## config.mk

```make
export PLATFORM = sky130hd
export DESIGN_NAME = ea_gen_unit
export DESIGN_NICKNAME = d
export VERILOG_FILES = /design/src/rtl/ea_pkg.sv /design/src/rtl/ea_mode_decode.sv /design/src/rtl/ea_reg_select.sv /design/src/rtl/ea_offset_calc.sv /design/src/rtl/ea_out_stage.sv /design/src/rtl/ea_gen_unit.sv
export SDC_FILE = /design/constraint.sdc
export NUM_CORES = 1
export LEC_CHECK = 0
export BUFFER_PORTS_ARGS = -buffer_cell sky130_fd_sc_hd__buf_2
export CORE_MARGIN = 3
export CORE_UTILIZATION = 45
export CTS_CLUSTER_DIAMETER = 200
export DETAILED_ROUTE_END_ITERATION = 8
export GPL_TIMING_DRIVEN = 1
export PLACE_DENSITY = 0.75
export SETUP_SLACK_MARGIN = 0.15
export SLEW_MARGIN = 20
export SYNTH_ARGS = -nofsm -noshare
export SYNTH_HDL_FRONTEND = slang
export SYNTH_SLANG_ARGS = --single-unit
```

## constraint.sdc

```tcl
create_clock -name clk -period 8.7 [get_ports clk]
set_input_delay 1.74 -clock clk [delete_from_list [all_inputs] [get_ports clk]]
set_output_delay 1.74 -clock clk [all_outputs]
set_load 0.01 [all_outputs]
```

## src/rtl/ea_pkg.sv

```systemverilog
package ea_pkg;

  localparam int unsigned MODE_W = 4;

  typedef enum logic [MODE_W-1:0] {
    MODE_REG      = 4'd0,
    MODE_IMM      = 4'd1,
    MODE_ABS      = 4'd2,
    MODE_INDIR    = 4'd3,
    MODE_BASE_D8  = 4'd4,
    MODE_BASE_D32 = 4'd5,
    MODE_SIDX_D8  = 4'd6,
    MODE_SIDX_D32 = 4'd7
  } ea_mode_e;

  typedef struct packed {
    logic mem;
    logic use_base;
    logic use_index;
    logic disp_en;
    logic disp_long;
  } ea_ctl_t;

endpackage

```

## src/rtl/ea_mode_decode.sv

```systemverilog
module ea_mode_decode
  import ea_pkg::*;
(
  input  logic [MODE_W-1:0] mode,
  output ea_ctl_t           ctl
);

  always_comb begin
    ctl = '0;
    case (mode)
      MODE_ABS: begin
        ctl.mem       = 1'b1;
        ctl.disp_en   = 1'b1;
        ctl.disp_long = 1'b1;
      end
      MODE_INDIR: begin
        ctl.mem      = 1'b1;
        ctl.use_base = 1'b1;
      end
      MODE_BASE_D8: begin
        ctl.mem      = 1'b1;
        ctl.use_base = 1'b1;
        ctl.disp_en  = 1'b1;
      end
      MODE_BASE_D32: begin
        ctl.mem       = 1'b1;
        ctl.use_base  = 1'b1;
        ctl.disp_en   = 1'b1;
        ctl.disp_long = 1'b1;
      end
      MODE_SIDX_D8: begin
        ctl.mem       = 1'b1;
        ctl.use_base  = 1'b1;
        ctl.use_index = 1'b1;
        ctl.disp_en   = 1'b1;
      end
      MODE_SIDX_D32: begin
        ctl.mem       = 1'b1;
        ctl.use_base  = 1'b1;
        ctl.use_index = 1'b1;
        ctl.disp_en   = 1'b1;
        ctl.disp_long = 1'b1;
      end
      default: ctl = '0;
    endcase
  end

endmodule

```

## src/rtl/ea_reg_select.sv

```systemverilog
module ea_reg_select #(
  parameter int unsigned NREG = 8,
  parameter int unsigned W    = 32,
  localparam int unsigned SELW = $clog2(NREG)
) (
  input  logic [NREG*W-1:0] reg_bus,
  input  logic [SELW-1:0]   sel,
  output logic [W-1:0]      value
);

  logic [W-1:0] regs [NREG];

  for (genvar k = 0; k < NREG; k++) begin : g_unpack
    assign regs[k] = reg_bus[k*W +: W];
  end

  assign value = regs[sel];

endmodule

```

## src/rtl/ea_offset_calc.sv

```systemverilog
module ea_offset_calc
  import ea_pkg::*;
#(
  parameter int unsigned W      = 32,
  parameter int unsigned SHORT_W = 8,
  parameter int unsigned SCALE_W = 2
) (
  input  ea_ctl_t            ctl,
  input  logic [W-1:0]       base_val,
  input  logic [W-1:0]       index_val,
  input  logic [SCALE_W-1:0] scale_code,
  input  logic [W-1:0]       disp,
  output logic [W-1:0]       offset
);

  logic [W-1:0] base_term;
  logic [W-1:0] index_term;
  logic [W-1:0] disp_short;
  logic [W-1:0] disp_term;

  assign disp_short = {{(W-SHORT_W){disp[SHORT_W-1]}}, disp[SHORT_W-1:0]};

  always_comb begin
    base_term  = ctl.use_base  ? base_val : '0;
    index_term = ctl.use_index ? (index_val << scale_code) : '0;
    if (!ctl.disp_en)
      disp_term = '0;
    else if (ctl.disp_long)
      disp_term = disp;
    else
      disp_term = disp_short;
  end

  // sum truncated to W bits: wraps modulo 2^W
  assign offset = base_term + index_term + disp_term;

endmodule

```

## src/rtl/ea_out_stage.sv

```systemverilog
module ea_out_stage #(
  parameter int unsigned W          = 32,
  parameter bit          REGISTERED = 1'b1
) (
  input  logic         clk,
  input  logic         rst,
  input  logic         in_valid,
  input  logic [W-1:0] in_offset,
  input  logic         in_mem,
  output logic         out_valid,
  output logic [W-1:0] out_offset,
  output logic         out_mem
);

  if (REGISTERED) begin : g_reg
    always_ff @(posedge clk) begin
      if (rst) begin
        out_valid  <= 1'b0;
        out_offset <= '0;
        out_mem    <= 1'b0;
      end else begin
        out_valid <= in_valid;
        if (in_valid) begin
          out_offset <= in_offset;
          out_mem    <= in_mem;
        end
      end
    end

    a_r10_valid_follows: assert property (@(posedge clk) disable iff (rst)
      in_valid |=> out_valid);
    a_r10_no_spurious_valid: assert property (@(posedge clk) disable iff (rst)
      !in_valid |=> !out_valid);
    a_r10_hold: assert property (@(posedge clk) disable iff (rst)
      !in_valid |=> ($stable(out_offset) && $stable(out_mem)));
  end else begin : g_pass
    assign out_valid  = in_valid;
    assign out_offset = in_offset;
    assign out_mem    = in_mem;
  end

endmodule

```

## src/rtl/ea_gen_unit.sv

```systemverilog
module ea_gen_unit
  import ea_pkg::*;
#(
  parameter int unsigned NREG       = 8,
  parameter int unsigned W          = 32,
  parameter int unsigned SCALE_W    = 2,
  parameter int unsigned SHORT_W    = 8,
  parameter bit          REGISTERED = 1'b1,
  localparam int unsigned SELW      = $clog2(NREG)
) (
  input  logic                clk,
  input  logic                rst,
  input  logic                in_valid,
  input  logic [MODE_W-1:0]   mode,
  input  logic [SELW-1:0]     base_sel,
  input  logic [SELW-1:0]     index_sel,
  input  logic [SCALE_W-1:0]  scale_code,
  input  logic [W-1:0]        disp,
  input  logic [NREG*W-1:0]   gpr_bus,
  output logic                out_valid,
  output logic [W-1:0]        out_offset,
  output logic                out_mem
);

  ea_ctl_t      ctl;
  logic [W-1:0] base_val;
  logic [W-1:0] index_val;
  logic [W-1:0] comb_offset;

  ea_mode_decode u_dec (
    .mode (mode),
    .ctl  (ctl)
  );

  ea_reg_select #(.NREG(NREG), .W(W)) u_base_sel (
    .reg_bus (gpr_bus),
    .sel     (base_sel),
    .value   (base_val)
  );

  ea_reg_select #(.NREG(NREG), .W(W)) u_index_sel (
    .reg_bus (gpr_bus),
    .sel     (index_sel),
    .value   (index_val)
  );

  ea_offset_calc #(.W(W), .SHORT_W(SHORT_W), .SCALE_W(SCALE_W)) u_calc (
    .ctl        (ctl),
    .base_val   (base_val),
    .index_val  (index_val),
    .scale_code (scale_code),
    .disp       (disp),
    .offset     (comb_offset)
  );

  ea_out_stage #(.W(W), .REGISTERED(REGISTERED)) u_out (
    .clk        (clk),
    .rst        (rst),
    .in_valid   (in_valid),
    .in_offset  (comb_offset),
    .in_mem     (ctl.mem),
    .out_valid  (out_valid),
    .out_offset (out_offset),
    .out_mem    (out_mem)
  );

  // absolute mode passes the displacement through untouched
  a_r1_abs_offset: assert property (@(posedge clk) disable iff (rst)
    (mode == MODE_ABS) |-> (comb_offset == disp && ctl.mem));

  // indirect mode yields the selected register
  a_r2_indirect: assert property (@(posedge clk) disable iff (rst)
    (mode == MODE_INDIR) |-> (comb_offset == base_val && ctl.mem));

  // register and immediate operands need no memory
  a_r7_no_mem_operand: assert property (@(posedge clk) disable iff (rst)
    (mode == MODE_REG || mode == MODE_IMM) |-> (comb_offset == '0 && !ctl.mem));

  // unused codes
  a_r8_unused_zero: assert property (@(posedge clk) disable iff (rst)
    (mode > MODE_SIDX_D32) |-> (comb_offset == '0 && !ctl.mem));

  // outputs idle after reset until a strobe arrives
  a_r11_reset_clear: assert property (@(posedge clk)
    $past(rst) |-> (!out_valid && out_offset == '0 && !out_mem));

endmodule

```

==> impl_metrics.py <==
metrics = {
    "clock_network": {
        "ctsResizeCount": 0,
        "cts_inserted_buffers": 5,
        "clock_path_buffers": 2,
        "htreeDepth": 2,
        "cts_setup_buffers": 0,
        "worst_skew_pair.late_latency_ns": 0.28,
        "path_clk_slew_ns": 0.05,
        "post_cts_hold_buffer_count": 0,
        "number_of_sinks_on_the_clock_net": 34,
        "clk_root_buffer_cell": "clkbuf_16",
        "tritoncts": "done",
    },
    "final_layout": {
        "drive_gt1_share_pct": 44.7,
        "area.growth.synth_to_final_pct": 23.6,
        "fin_cells": 1408,
        "layout.nets": 1532,
    },
    "worst_setup_path": {
        "critPathLaunchType": "primary input",
        "cp-end-kind": "flop",
        "crit_arrival_ns": 6.76,
        "cp_data_required_time_ns": 8.92,
        "crit_type": "primary input to flop",
        "worst-path-max-fanout": 52,
    },
    "power_and_ir_drop": {
        "max-vdd-ir-drop_mv": 0.0656,
        "p_leak_nw": 4.86,
        "power_density_nw_per_um2": 89.6,
    },
    "routing": {
        "firstDrtPassIters": 6,
        "number_of_remaining_drc_errors": 0,
        "post_drt_wl_per_cell_um": 21.5,
        "detailedRoute.firstIterationViolations": 774,
        "drt_via_density": 6.09,
        "detail_route_antenna_nets": 0,
        "routed-via-count": 8576,
        "routed_wl_um": 30300,
    },
    "floorplanning": {
        "pin_count": 337,
        "chipWidth_um": 142,
        "die_height_um": 142,
        "design.core.area_um2": 18100,
        "placementRows": 49,
        "floorplan_die_area_um2": 20200,
        "initial_core_util_pct": 46.1,
    },
    "placement": {
        "place.port_buffers": 336,
        "placed_cells_incl_taps": 1389,
        "post-dp-hpwl_um": 25500,
        "routabilityCongestion": 0.968,
    },
    "synthesis": {
        "postSynthRegisterBits": 34,
        "ys_async_sr_fraction_pct": 0,
        "postSynthAreaPerCell_um2": 9.44,
        "post-synth-top-count-cell": "nand2_1",
        "post_synth_inst_count": 883,
        "post_synth_main_area_contributors": "mux4_2 (35%), dfxtp_1 (8.2%), fa_1 (7.7%)",
        "dominant_cell_type_by_area_after_synthesis": "mux4_2",
        "synth_flop_cell": "dfxtp_1",
        "yosysUniqueCellTypes": 60,
        "number_of_flops_mapped_to_enable_cells_by_yosys": 0,
        "yosysSeqAreaShare_pct": 8.17,
        "yosysTopAreaCellShare_pct": 34.6,
        "yosys_warnings": 0,
        "synth_area_um2": 8330,
        "synth_top_cells_by_count": "nand2_1 (141), mux4_2 (128), inv_1 (65)",
        "synthesis.nets": 1248,
    },
    "timing": {
        "finalClockSkew_ns": 0,
        "worst_slew_margin_rel_pct": 31.6,
        "finalSetupViolCount": 0,
        "max_freq_mhz": 153,
        "totalNegativeSetupSlack_ns": 0,
        "final-hold-violation-count": 0,
        "final.period_utilization_pct": 75.2,
        "final_max_slew_viol_count": 0,
        "tightestPinTransition_ns": 1.03,
        "unrepaired_setup_endpoints_after_global_routing": "false",
        "timing.final.crit_period_ns": 6.54,
    },
    "grt": {
        "grt_antenna_before_repair": 12,
        "grt_start_max_net_pins": 55,
        "vias_in_the_first_global_route": 8589,
        "grt.total_usage_pct": 29.2,
        "grt-ovfl-total": 0,
        "grt_pass1_wl_um": 46400,
    },
    "run_status": {
        "run_status": "finished clean",
    },
    "job": {
        "drv.max_cap_violation_count": 0,
    },
    "hold_path": {
        "worst_hold_path_type": "flop to flop",
    },
}
[path summary, 6_finish.rpt]
| check | slack (ns) | to | startpoint | cells after the start |
|---|---|---|---|---|
| min | 0.46 | u_out.out_offset[10] | u_out.out_offset[10] | 2 |
| max reg2reg | 7.91 | u_out.out_offset[6] | u_out.out_offset[6] | 3 |
| min reg2reg | 0.46 | u_out.out_offset[10] | u_out.out_offset[10] | 2 |
| max | 2.16 | u_out.out_offset[31] | index_sel[0] | 18 |
[kinds of logic after synthesis]
family	after synthesis	synth area share, %
buf+inv	134	6.19
simple gates	258	13.7
mux	203	44.0
fa+ha+maj	62	12.2
xor+xnor	14	1.47
flops	34	8.17
compound gates	178	14.2
[sequential cells by signal (all words and copies together) (netlist names)]
register,count
u_out.out_offset,32
u_out.out_mem,1
u_out.out_valid,1
[where the power goes]
| part | internal [W] | switching (W) |
|---|---|---|
| sequential | 0.000172 | 0.00000725 |
| clock | 0.000113 | 0.0000603 |
| combinational | 0.000274 | 0.000297 |
| total | 0.000559 | 0.000365 |
[worst max-delay path, stage by stage]
cell and delay (ns):
buf_4 0.72, buf_4 0.41, mux4_2 0.53, mux2i_1 0.24
nand2_1 0.08, nand2_1 0.12, o22a_1 0.19, fa_1 0.43
inv_1 0.07, ha_1 0.29, a21oi_1 0.18, a21boi_0 0.10
a311o_1 0.35, a311o_1 0.42, o211ai_2 0.20, a21oi_2 0.08
or4_1 0.47, nand3_1 0.09
[per-layer routing]
layer / global-route usage (%) / wire (um)
met1: 40.7 / 12500
met2: 46.0 / 14100
met3: 4.47 / 2590
met4: 11.3 / 1130
met5: 0 / 34
[stage by stage]
step	utilization [%]	area (um^2)	hold WS (ns)	power [W]	worst slack, ns
after floorplan	-	8330	0.486	0.000554	2.47
after global placement	56.0	10100	0.448	0.000738	1.90
after detailed placement	56.0	10100	0.452	0.000746	1.85
after CTS	56.8	10300	0.457	0.000923	2.14
after global routing	56.9	10300	0.478	0.000990	1.70
final	57.0	10300	0.458	0.000924	2.16
[layout make-up]
type | count | area (um^2)
antenna | 11 | 27.5
clock inverter | 1 | 5.00
tap | 229 | 287
timing repair buffer | 346 | 1760
fill | 1639 | 7780
inverter | 65 | 244
clock buffer | 7 | 143
multi-input combinational | 715 | 7160
sequential | 34 | 681
[layout by cell type (no fill, tap or decap), types with 4 or more instances in the layout]
cell	synthesis	layout
a21oi_1	57	57
dfxtp_1	34	34
nor2_1	51	50
o221ai_1	4	4
nand3b_1	9	9
o21a_1	4	4
mux2_2	30	30
nor3_1	11	11
o22a_1	24	24
o21ai_0	22	22
clkbuf_16	0	5
nand2_1	141	141
fa_1	32	32
a211oi_1	9	9
a21o_1	11	11
diode_2	0	11
mux4_2	128	128
a31oi_1	6	6
o22ai_1	7	7
nand3_1	15	15
xnor2_1	11	11
mux2i_1	45	45
a21boi_0	6	6
buf_2	10	334
buf_4	0	12
ha_1	30	30
inv_1	65	65
Note: power is estimated with default switching activity, not from simulation.
